## src/rtl/spi_nor_pkg.sv

```systemverilog
package spi_nor_pkg;

    typedef enum logic [1:0] {
        PH_POLL  = 2'd0,
        PH_WREN  = 2'd1,
        PH_ERASE = 2'd2,
        PH_READ  = 2'd3
    } phase_e;

    typedef enum logic [1:0] {
        ST_IDLE = 2'd0,
        ST_XFER = 2'd1,
        ST_GAP  = 2'd2,
        ST_DONE = 2'd3
    } state_e;

    typedef enum logic [1:0] {
        ERR_NONE    = 2'd0,
        ERR_REJECT  = 2'd1,
        ERR_TIMEOUT = 2'd2
    } err_e;

    typedef struct packed {
        logic        erase;
        logic        fast;
        logic [1:0]  esel;
        logic [23:0] addr;
    } req_t;

    localparam logic [7:0] OPC_STATUS = 8'h05;
    localparam logic [7:0] OPC_WEN    = 8'h06;
    localparam logic [7:0] OPC_READ   = 8'h03;
    localparam logic [7:0] OPC_FREAD  = 8'h0B;

    function automatic logic [7:0] erase_opcode(input logic [1:0] sel);
        case (sel)
            2'd0:    return 8'h20;
            2'd1:    return 8'h52;
            default: return 8'hD8;
        endcase
    endfunction

    function automatic logic [4:0] erase_shift(input logic [1:0] sel);
        case (sel)
            2'd0:    return 5'd12;
            2'd1:    return 5'd15;
            default: return 5'd16;
        endcase
    endfunction

    function automatic logic [2:0] header_len(input phase_e ph, input logic fast);
        case (ph)
            PH_ERASE: return 3'd4;
            PH_READ:  return fast ? 3'd5 : 3'd4;
            default:  return 3'd1;
        endcase
    endfunction

    function automatic logic [7:0] header_byte(input phase_e ph, input logic [2:0] idx,
                                               input logic fast, input logic [1:0] sel,
                                               input logic [23:0] addr);
        logic [7:0] opc;
        case (ph)
            PH_POLL:  opc = OPC_STATUS;
            PH_WREN:  opc = OPC_WEN;
            PH_ERASE: opc = erase_opcode(sel);
            default:  opc = fast ? OPC_FREAD : OPC_READ;
        endcase
        case (idx)
            3'd0:    return opc;
            3'd1:    return addr[23:16];
            3'd2:    return addr[15:8];
            3'd3:    return addr[7:0];
            default: return 8'h00;
        endcase
    endfunction

endpackage

```

## src/rtl/spi_byte_engine.sv

```systemverilog
module spi_byte_engine #(
    parameter int HALF_DIV = 2
) (
    input  logic       clk,
    input  logic       rst,
    input  logic       start,
    input  logic [7:0] tx_byte,
    input  logic       miso,
    output logic       sclk,
    output logic       mosi,
    output logic       done,
    output logic [7:0] rx_byte
);
    localparam int DIV_W = (HALF_DIV < 2) ? 1 : $clog2(HALF_DIV);

    logic             active, phase_hi, sclk_q, done_q;
    logic [2:0]       bit_cnt;
    logic [DIV_W-1:0] div_cnt;
    logic [7:0]       shreg, rxreg;

    always_ff @(posedge clk) begin
        if (rst) begin
            active   <= 1'b0;
            phase_hi <= 1'b0;
            sclk_q   <= 1'b0;
            done_q   <= 1'b0;
            bit_cnt  <= '0;
            div_cnt  <= '0;
            shreg    <= '0;
            rxreg    <= '0;
        end else begin
            done_q <= 1'b0;
            if (start && !active) begin
                active   <= 1'b1;
                shreg    <= tx_byte;
                bit_cnt  <= '0;
                div_cnt  <= '0;
                phase_hi <= 1'b0;
                sclk_q   <= 1'b0;
            end else if (active) begin
                if (div_cnt == DIV_W'(HALF_DIV - 1)) begin
                    div_cnt <= '0;
                    if (!phase_hi) begin
                        sclk_q   <= 1'b1;
                        phase_hi <= 1'b1;
                        rxreg    <= {rxreg[6:0], miso};
                    end else begin
                        sclk_q   <= 1'b0;
                        phase_hi <= 1'b0;
                        if (bit_cnt == 3'd7) begin
                            active <= 1'b0;
                            done_q <= 1'b1;
                        end else begin
                            bit_cnt <= bit_cnt + 3'd1;
                            shreg   <= {shreg[6:0], 1'b0};
                        end
                    end
                end else begin
                    div_cnt <= div_cnt + DIV_W'(1);
                end
            end
        end
    end

    assign sclk    = sclk_q;
    assign mosi    = active ? shreg[7] : 1'b0;
    assign done    = done_q;
    assign rx_byte = rxreg;

    // a byte ends on a falling clock edge
    assert_byte_end_R2: assert property (@(posedge clk) disable iff (rst)
        done_q |-> $past(sclk_q));

endmodule

```

## src/rtl/nor_req_check.sv

```systemverilog
module nor_req_check
    import spi_nor_pkg::*;
#(
    parameter int LEN_W     = 24,
    parameter int DEV_BYTES = 1 << 20
) (
    input  req_t             req,
    input  logic [LEN_W-1:0] len,
    output logic             empty,
    output logic             reject
);
    logic [32:0] end_sum;
    logic [23:0] gran_mask;
    logic        misalign, bad_sel, overrun;

    always_comb begin
        end_sum   = 33'(req.addr) + 33'(len);
        gran_mask = (24'd1 << erase_shift(req.esel)) - 24'd1;
        bad_sel   = req.erase && (req.esel == 2'd3);
        misalign  = req.erase && (((req.addr & gran_mask) != '0) ||
                                  ((33'(len) & 33'(gran_mask)) != '0));
        overrun   = end_sum > 33'(DEV_BYTES);
        empty     = (len == '0);
        reject    = !empty && (bad_sel || misalign || overrun);
    end

endmodule

```

## src/rtl/nor_op_sequencer.sv

```systemverilog
module nor_op_sequencer
    import spi_nor_pkg::*;
#(
    parameter int LEN_W      = 24,
    parameter int POLL_LIMIT = 100000,
    parameter int GAP_CYC    = 4
) (
    input  logic             clk,
    input  logic             rst,
    input  logic             req_valid,
    input  req_t             req_in,
    input  logic [LEN_W-1:0] req_len,
    input  logic             chk_empty,
    input  logic             chk_reject,
    output logic             req_ready,
    output logic             eng_start,
    output logic [7:0]       eng_tx,
    input  logic             eng_done,
    input  logic [7:0]       eng_rx,
    output logic             cs_n,
    output logic             rd_valid,
    output logic [7:0]       rd_data,
    output logic             done,
    output err_e             err
);
    localparam int FL_W = LEN_W + 3;
    localparam int PCW  = $clog2(POLL_LIMIT + 1);
    localparam int GCW  = $clog2(GAP_CYC + 1);

    state_e           st;
    phase_e           ph;
    req_t             req_q;
    logic [23:0]      cur_addr, esize;
    logic [LEN_W-1:0] remain;
    logic [FL_W-1:0]  frame_left;
    logic [2:0]       idx, hdr_len;
    logic             inflight, busy_q, cs_n_q, rdv_q;
    logic [7:0]       rdd_q;
    logic [PCW-1:0]   poll_cnt;
    logic [GCW-1:0]   gap_cnt;
    err_e             err_q;

    logic   gap_end, g_launch, g_fin, g_step, g_poll_inc, g_poll_clr;
    phase_e g_ph;
    err_e   g_err;

    function automatic logic [FL_W-1:0] frame_len(input phase_e p, input logic fast,
                                                  input logic [LEN_W-1:0] n);
        case (p)
            PH_POLL:  return FL_W'(2);
            PH_WREN:  return FL_W'(1);
            PH_ERASE: return FL_W'(4);
            default:  return FL_W'(header_len(PH_READ, fast)) + FL_W'(n);
        endcase
    endfunction

    assign esize     = 24'd1 << erase_shift(req_q.esel);
    assign hdr_len   = header_len(ph, req_q.fast);
    assign eng_start = (st == ST_XFER) && !inflight;
    assign eng_tx    = (idx < hdr_len) ? header_byte(ph, idx, req_q.fast, req_q.esel, cur_addr)
                                       : 8'h00;
    assign gap_end   = (st == ST_GAP) && (gap_cnt == GCW'(GAP_CYC - 1));

    always_comb begin
        g_launch   = 1'b0;
        g_fin      = 1'b0;
        g_step     = 1'b0;
        g_poll_inc = 1'b0;
        g_poll_clr = 1'b0;
        g_ph       = PH_POLL;
        g_err      = ERR_NONE;
        case (ph)
            PH_POLL: begin
                if (!busy_q) begin
                    g_launch   = 1'b1;
                    g_poll_clr = 1'b1;
                    g_ph       = req_q.erase ? PH_WREN : PH_READ;
                end else if (poll_cnt == PCW'(POLL_LIMIT - 1)) begin
                    g_fin = 1'b1;
                    g_err = ERR_TIMEOUT;
                end else begin
                    g_launch   = 1'b1;
                    g_poll_inc = 1'b1;
                end
            end
            PH_WREN: begin
                g_launch = 1'b1;
                g_ph     = PH_ERASE;
            end
            PH_ERASE: begin
                if (remain == LEN_W'(esize)) begin
                    g_fin = 1'b1;
                end else begin
                    g_step   = 1'b1;
                    g_launch = 1'b1;
                end
            end
            default: g_fin = 1'b1;
        endcase
    end

    always_ff @(posedge clk) begin
        if (rst) begin
            st         <= ST_IDLE;
            ph         <= PH_POLL;
            req_q      <= '0;
            cur_addr   <= '0;
            remain     <= '0;
            frame_left <= '0;
            idx        <= '0;
            inflight   <= 1'b0;
            busy_q     <= 1'b0;
            cs_n_q     <= 1'b1;
            rdv_q      <= 1'b0;
            rdd_q      <= '0;
            poll_cnt   <= '0;
            gap_cnt    <= '0;
            err_q      <= ERR_NONE;
        end else begin
            rdv_q <= 1'b0;
            case (st)
                ST_IDLE: begin
                    if (req_valid) begin
                        req_q    <= req_in;
                        cur_addr <= req_in.addr;
                        remain   <= req_len;
                        poll_cnt <= '0;
                        if (chk_empty) begin
                            st    <= ST_DONE;
                            err_q <= ERR_NONE;
                        end else if (chk_reject) begin
                            st    <= ST_DONE;
                            err_q <= ERR_REJECT;
                        end else begin
                            st         <= ST_XFER;
                            ph         <= PH_POLL;
                            idx        <= '0;
                            frame_left <= frame_len(PH_POLL, 1'b0, '0);
                            cs_n_q     <= 1'b0;
                        end
                    end
                end
                ST_XFER: begin
                    if (!inflight) begin
                        inflight <= 1'b1;
                    end else if (eng_done) begin
                        inflight   <= 1'b0;
                        frame_left <= frame_left - FL_W'(1);
                        if (idx != 3'd7) idx <= idx + 3'd1;
                        if (ph == PH_POLL && idx == 3'd1) busy_q <= eng_rx[0];
                        if (ph == PH_READ && idx >= hdr_len) begin
                            rdv_q <= 1'b1;
                            rdd_q <= eng_rx;
                        end
                        if (frame_left == FL_W'(1)) begin
                            st      <= ST_GAP;
                            cs_n_q  <= 1'b1;
                            gap_cnt <= '0;
                        end
                    end
                end
                ST_GAP: begin
                    if (gap_end) begin
                        if (g_poll_inc) poll_cnt <= poll_cnt + PCW'(1);
                        if (g_poll_clr) poll_cnt <= '0;
                        if (g_step) begin
                            remain   <= remain - LEN_W'(esize);
                            cur_addr <= cur_addr + esize;
                        end
                        if (g_fin) begin
                            st    <= ST_DONE;
                            err_q <= g_err;
                        end else if (g_launch) begin
                            st         <= ST_XFER;
                            ph         <= g_ph;
                            idx        <= '0;
                            frame_left <= frame_len(g_ph, req_q.fast, remain);
                            cs_n_q     <= 1'b0;
                        end
                    end else begin
                        gap_cnt <= gap_cnt + GCW'(1);
                    end
                end
                default: st <= ST_IDLE;
            endcase
        end
    end

    assign req_ready = (st == ST_IDLE);
    assign done      = (st == ST_DONE);
    assign err       = err_q;
    assign cs_n      = cs_n_q;
    assign rd_valid  = rdv_q;
    assign rd_data   = rdd_q;

    // an accepted request closes the handshake until completion
    assert_req_blocked_R13: assert property (@(posedge clk) disable iff (rst)
        (req_valid && req_ready) |=> !req_ready);

    // completion is a single-cycle pulse
    assert_done_pulse_R13: assert property (@(posedge clk) disable iff (rst)
        done |=> !done);

    // the poll counter never reaches the limit
    assert_poll_bound_R4: assert property (@(posedge clk) disable iff (rst)
        poll_cnt < PCW'(POLL_LIMIT));

    // chip select holds high for more than one cycle after a frame
    assert_gap_hold_R12: assert property (@(posedge clk) disable iff (rst)
        $rose(cs_n) |=> cs_n);

    // read bytes come only from a frame that was in progress
    assert_rd_in_frame_R8: assert property (@(posedge clk) disable iff (rst)
        rd_valid |-> $past(!cs_n));

endmodule

```

## src/rtl/spi_nor_seq.sv

```systemverilog
module spi_nor_seq
    import spi_nor_pkg::*;
#(
    parameter int CLK_DIV    = 2,
    parameter int POLL_LIMIT = 100000,
    parameter int DEV_BYTES  = 1 << 20,
    parameter int LEN_W      = 24
) (
    input  logic             clk,
    input  logic             rst,
    input  logic             req_valid,
    output logic             req_ready,
    input  logic             req_erase,
    input  logic             req_fast,
    input  logic [1:0]       req_esel,
    input  logic [23:0]      req_addr,
    input  logic [LEN_W-1:0] req_len,
    output logic             rd_valid,
    output logic [7:0]       rd_data,
    output logic             done,
    output logic [1:0]       err,
    output logic             spi_sclk,
    output logic             spi_cs_n,
    output logic             spi_mosi,
    input  logic             spi_miso
);
    localparam int GAP_CYC = 2 * CLK_DIV;

    req_t       req_bus;
    logic       chk_empty, chk_reject;
    logic       eng_start, eng_done;
    logic [7:0] eng_tx, eng_rx;
    err_e       err_code;

    assign req_bus = '{erase: req_erase, fast: req_fast, esel: req_esel, addr: req_addr};

    nor_req_check #(.LEN_W(LEN_W), .DEV_BYTES(DEV_BYTES)) u_check (
        .req    (req_bus),
        .len    (req_len),
        .empty  (chk_empty),
        .reject (chk_reject)
    );

    nor_op_sequencer #(.LEN_W(LEN_W), .POLL_LIMIT(POLL_LIMIT), .GAP_CYC(GAP_CYC)) u_seq (
        .clk        (clk),
        .rst        (rst),
        .req_valid  (req_valid),
        .req_in     (req_bus),
        .req_len    (req_len),
        .chk_empty  (chk_empty),
        .chk_reject (chk_reject),
        .req_ready  (req_ready),
        .eng_start  (eng_start),
        .eng_tx     (eng_tx),
        .eng_done   (eng_done),
        .eng_rx     (eng_rx),
        .cs_n       (spi_cs_n),
        .rd_valid   (rd_valid),
        .rd_data    (rd_data),
        .done       (done),
        .err        (err_code)
    );

    spi_byte_engine #(.HALF_DIV(CLK_DIV)) u_engine (
        .clk     (clk),
        .rst     (rst),
        .start   (eng_start),
        .tx_byte (eng_tx),
        .miso    (spi_miso),
        .sclk    (spi_sclk),
        .mosi    (spi_mosi),
        .done    (eng_done),
        .rx_byte (eng_rx)
    );

    assign err = err_code;

    // the serial clock moves only inside a selected frame
    assert_sclk_framed_R2: assert property (@(posedge clk) disable iff (rst)
        spi_cs_n |-> !spi_sclk);

endmodule

```

## config.mk

```make
export PLATFORM = sky130hd
export DESIGN_NAME = spi_nor_seq
export DESIGN_NICKNAME = d
export VERILOG_FILES = /design/src/rtl/spi_nor_pkg.sv /design/src/rtl/spi_byte_engine.sv /design/src/rtl/nor_req_check.sv /design/src/rtl/nor_op_sequencer.sv /design/src/rtl/spi_nor_seq.sv
export SDC_FILE = /design/constraint.sdc
export NUM_CORES = 1
export LEC_CHECK = 0
export ABC_AREA = 1
export BUFFER_PORTS_ARGS = -buffer_cell sky130_fd_sc_hd__clkbuf_2
export CELL_PAD_IN_SITES_DETAIL_PLACEMENT = 0
export CELL_PAD_IN_SITES_GLOBAL_PLACEMENT = 1
export CORE_MARGIN = 2
export CORE_UTILIZATION = 29
export CTS_BUF_LIST = sky130_fd_sc_hd__clkbuf_8
export CTS_CLUSTER_SIZE = 16
export DETAILED_ROUTE_END_ITERATION = 6
export HOLD_SLACK_MARGIN = 0.15
export MAX_ROUTING_LAYER = met4
export PLACE_DENSITY_LB_ADDON = 0.1
export SLEW_MARGIN = 15
export SYNTH_ARGS = -nofsm -noshare
export SYNTH_HDL_FRONTEND = slang
export SYNTH_SLANG_ARGS = --single-unit
export TNS_END_PERCENT = 20
```

## constraint.sdc

```tcl
create_clock -name clk -period 3.9 [get_ports clk]
set_input_delay 0.78 -clock clk [delete_from_list [all_inputs] [get_ports clk]]
set_output_delay 0.78 -clock clk [all_outputs]
set_load 0.02 [all_outputs]
```

==> flow_metrics.env <==
export IMPL_synth_ff_latch_count=143
export IMPL_grt_antenna_before_repair=0
export IMPL_type_of_the_worst_setup_path="flop to flop"
export IMPL_postSynth_asyncResetShare=0
export IMPL_regToRegStartpoint="u_seq.st[0]"
export IMPL_synth_edff_count=0
export IMPL_post_cts_setup_buffers=0
export IMPL_critical_path_max_stage_delay_ps=410
export IMPL_timing_final_max_slew_violations=0
export IMPL_peakVddDrop_v=0.000264
export IMPL_worst_skew_pair_late_latency_ps=480
export IMPL_setup_ws_ps=496
export IMPL_drive_gt1_frac=0.0825
export IMPL_netlist_cell_type_count=58
export IMPL_clkTransAtPathRegs_ps=100
export IMPL_cts_max_level=4
export IMPL_hold_path_endpoint="u_seq.gap_cnt[2]"
export IMPL_worst_clock_skew_ps=24.5
export IMPL_least_margin_pin_slew_ps=667
export IMPL_hpwl_um=32200
export IMPL_post_route_period_util=0.873
export IMPL_finalNetCount=2026
export IMPL_worst_slew_slack_as_a_fraction_of_its_limit=0.555
export IMPL_dr_first_iter_drc_count=687
export IMPL_hold_path_depth=2
export IMPL_clock_path_buffers=2
export IMPL_vias_in_the_first_global_route=11500
export IMPL_worst_path_max_delay_cell="ha_1"
export IMPL_clkSinkCount=143
export IMPL_total_power_mw=7.99
export IMPL_detail_route_vias_per_cell=4.86
export IMPL_drc=0
export IMPL_placementRows=71
export IMPL_synth_area_per_cell_um2=6.08
export IMPL_min_from="u_seq.gap_cnt[2]"
export IMPL_p_leak_nw=5.63
export IMPL_critical_path_cell_chain="inv_1 > ha_1 > nand2_1 > inv_1 > nand2_1 > o21ai_1 > buf_4 > inv_2 > o21ai_2 > inv_1 > o21ai_1 > a21oi_1"
export IMPL_reg2reg_depth=12
export IMPL_drt_wl_total_um=40600
export IMPL_placement_io_buffers=71
export IMPL_worst_r2r_setup_slack_ps=500
export IMPL_crit_arrival_ps=3780
export IMPL_ios=72
export IMPL_finalHoldViolations=0
export IMPL_finalSetupViolations=0
export IMPL_final_period_demand_of_the_worst_path_ps=3400
export IMPL_ctsResizeCount=0
export IMPL_gp_routability_congestion=0.879
export IMPL_n_antenna_cell=0
export IMPL_ant_nets=0
export IMPL_crit_top_cell="inv_1"
export IMPL_max_freq_mhz=294
export IMPL_netlist_area_before_placement_um2=11200
export IMPL_first_drt_pass_iteration_count=5
export IMPL_worst_ep_required_time_ps=4270
export IMPL_maxCapViolations=0
export IMPL_postSynth_topFlopCell="dfxtp_1"
export IMPL_hold_path_class="flop to flop"
export IMPL_cellPowerDensity_nw_per_um2=635
export IMPL_synth_seq_area_share=0.256
export IMPL_worst_setup_path_end_kind="flop"
export IMPL_area_after_detailed_placement_um2=12100
export IMPL_grt_first_pass_wirelength_um=64000
export IMPL_gr_usage_met2=0.340
export IMPL_run_status="complete, no violations"
export IMPL_r2r_end="u_seq.poll_cnt[10]"
export IMPL_dp_slack_ps=187
export IMPL_grt_start_max_net_pins=58
export IMPL_track_usage=0.209
export IMPL_synthesis_instances=1838
export IMPL_tritoncts="yes"
export IMPL_worst_setup_path_start_kind="flop"
export IMPL_start_util=0.296
export IMPL_clk_root_buffer_cell="clkbuf_8"
export IMPL_dieWidth_um=200
export IMPL_rsz0062_at_grt="false"
export IMPL_detailroute_via_count=11800
export IMPL_postLayoutCellArea_um2=12600
export IMPL_layout_area_overhead_pct=12.6
export IMPL_cts_hold_buf=0
export IMPL_grt_overflow=0
export IMPL_dieHeight_um=200
export IMPL_placeableCoreArea_um2=37800
export IMPL_globalRoute_busiestLayer="met2"
export IMPL_design_die_area_um2=40100
export IMPL_route_detailed_wl_per_inst_um=16.7
export IMPL_crit_fanout=12
export IMPL_setup_total_negative_slack_ps=0
export IMPL_met1_use_gr=0.269
export IMPL_globalRouteMet3Util=0.0249
export IMPL_cts_buffers=17
export IMPL_ys_warn_count=0
worst max path at each step:
stage          slack (ps)  cells after the start       startpoint                   to
6_report              500                     12      u_seq.st[0]   u_seq.poll_cnt[10]
5_1_grt               220                     19  u_seq.req_q[25]  u_seq.frame_left[9]
4_1_cts               410                     12      u_seq.st[0]   u_seq.poll_cnt[10]
3_5_place_dp          190                     22      req_addr[0]  u_seq.frame_left[9]
3_3_place_gp          180                     19     req_addr[14]  u_seq.frame_left[3]
2_1_floorplan         880                     18      req_addr[0]  u_seq.frame_left[0]
layout by cell type (no fill, tap or decap), types with 3 or more instances in the layout:
cell type,n
a211oi_1,12
a21oi_1,163
a221oi_1,5
a22oi_1,3
a31oi_1,20
buf_4,21
bufinv_16,3
clkbuf_2,71
clkbuf_8,19
clkinv_1,5
clkinvlp_4,3
conb_1,10
dfxtp_1,143
ha_1,65
inv_1,243
inv_2,3
inv_6,4
nand2_1,420
nand2_2,5
nand3_1,115
nand3b_1,10
nand4_1,38
nor2_1,231
nor2_2,5
nor3_1,50
nor3_2,4
nor4_1,11
o2111ai_1,6
o211ai_1,7
o21a_1,3
o21ai_0,128
o21ai_1,6
o21bai_1,6
o22ai_1,7
o31ai_1,3
or2_2,8
xnor2_1,6
xor2_1,27
synth_stat cells, types with 4 or more instances:
| cell | count | area [um2] |
|---|---|---|
| inv_1 | 244 | 916 |
| a31oi_1 | 20 | 125 |
| clkinv_1 | 5 | 18.8 |
| nand3b_1 | 10 | 75.1 |
| xnor2_1 | 6 | 52.6 |
| nand2_1 | 420 | 1580 |
| nor2_1 | 231 | 867 |
| or2_2 | 8 | 50.1 |
| clkbuf_1 | 37 | 139 |
| nand3_1 | 115 | 576 |
| xor2_1 | 27 | 236 |
| nand4_1 | 38 | 238 |
| nor3_1 | 50 | 250 |
| o21bai_1 | 6 | 45.0 |
| nand2_2 | 5 | 31.3 |
| dfxtp_1 | 143 | 2860 |
| o22ai_1 | 7 | 43.8 |
| nor2_2 | 5 | 31.3 |
| o2111ai_1 | 6 | 52.6 |
| a21oi_1 | 163 | 816 |
| a221oi_1 | 5 | 43.8 |
| o21ai_0 | 128 | 641 |
| nor4_1 | 11 | 68.8 |
| buf_2 | 9 | 45.0 |
| o21ai_1 | 6 | 30.0 |
| buf_1 | 6 | 22.5 |
| nor3_2 | 4 | 40.0 |
| a211oi_1 | 12 | 90.1 |
| ha_1 | 66 | 826 |
| o211ai_1 | 7 | 52.6 |
report_power, final:
part           switching [mW]  internal [mW]  leakage, nW  total (mW)
registers               0.461           1.84         1.17        2.30
clock network           0.690          0.681        0.212        1.37
logic                    2.92           1.40         4.25        4.32
cell families (layout without fill, tap and decap cells):
logic type / after synthesis / count (layout) / share of synthesized area
simple gates: 904 / 904 / 0.346
compound gates: 382 / 382 / 0.190
buf+inv: 307 / 377 / 0.105
flops: 143 / 143 / 0.256
fa+ha+maj: 67 / 67 / 0.0757
xor+xnor: 33 / 33 / 0.0259
other cells: 2 / 10 / 0.000672
registers in the layout, indices dropped and copies added (netlist names), named ones only:
register,flops
u_engine.rx_byte,8
u_seq.st,2
u_seq.cur_addr,23
u_seq.remain,23
u_seq.frame_left,27
u_seq.inflight,1
u_seq.rd_data,8
u_engine.active,1
u_engine.div_cnt,1
u_engine.shreg,8
u_engine.done,1
u_engine.bit_cnt,3
u_seq.cs_n,1
u_seq.req_q,4
u_seq.poll_cnt,17
u_seq.rd_valid,1
u_seq.busy_q,1
u_seq.gap_cnt,3
u_seq.err,2
u_engine.phase_hi,1
u_seq.idx,3
u_seq.ph,2
critical path, delay by kind of cell, from the launching register on:
| family | cells | cell delay [ps] |
|---|---|---|
| AOI/OAI and AO/OA | 4 | 990 |
| adders and majority gates | 1 | 410 |
| DFF | 1 | 350 |
| and+or+nand+nor | 2 | 660 |
| buffers and inverters | 5 | 890 |
routing by layer:
metal | vias up | share of wire
li1 | 6209 | -
met1 | 5370 | 0.48
met2 | 173 | 0.47
met3 | 52 | 0.024
met4 | 0 | 0.027
met5 | - | 0
per-stage QoR:
stage               utilization  hold WS (ps)  instances
CTS                       0.333           468       2427
floorplan                     -           435       1846
global route              0.333           495       2427
detailed placement        0.322           453       2395
global placement          0.322           447       2395
finish                    0.333           464       2427
cell type report:
class | instances | area (um2)
Clock inverter | 13 | 176
Tap cell | 511 | 639
Fill cell | 4325 | 25200
Timing Repair Buffer | 93 | 533
Multi-Input combinational cell | 1396 | 7160
Clock buffer | 19 | 262
Sequential cell | 143 | 2860
Inverter | 252 | 947
(Power assumes the default switching activity.)
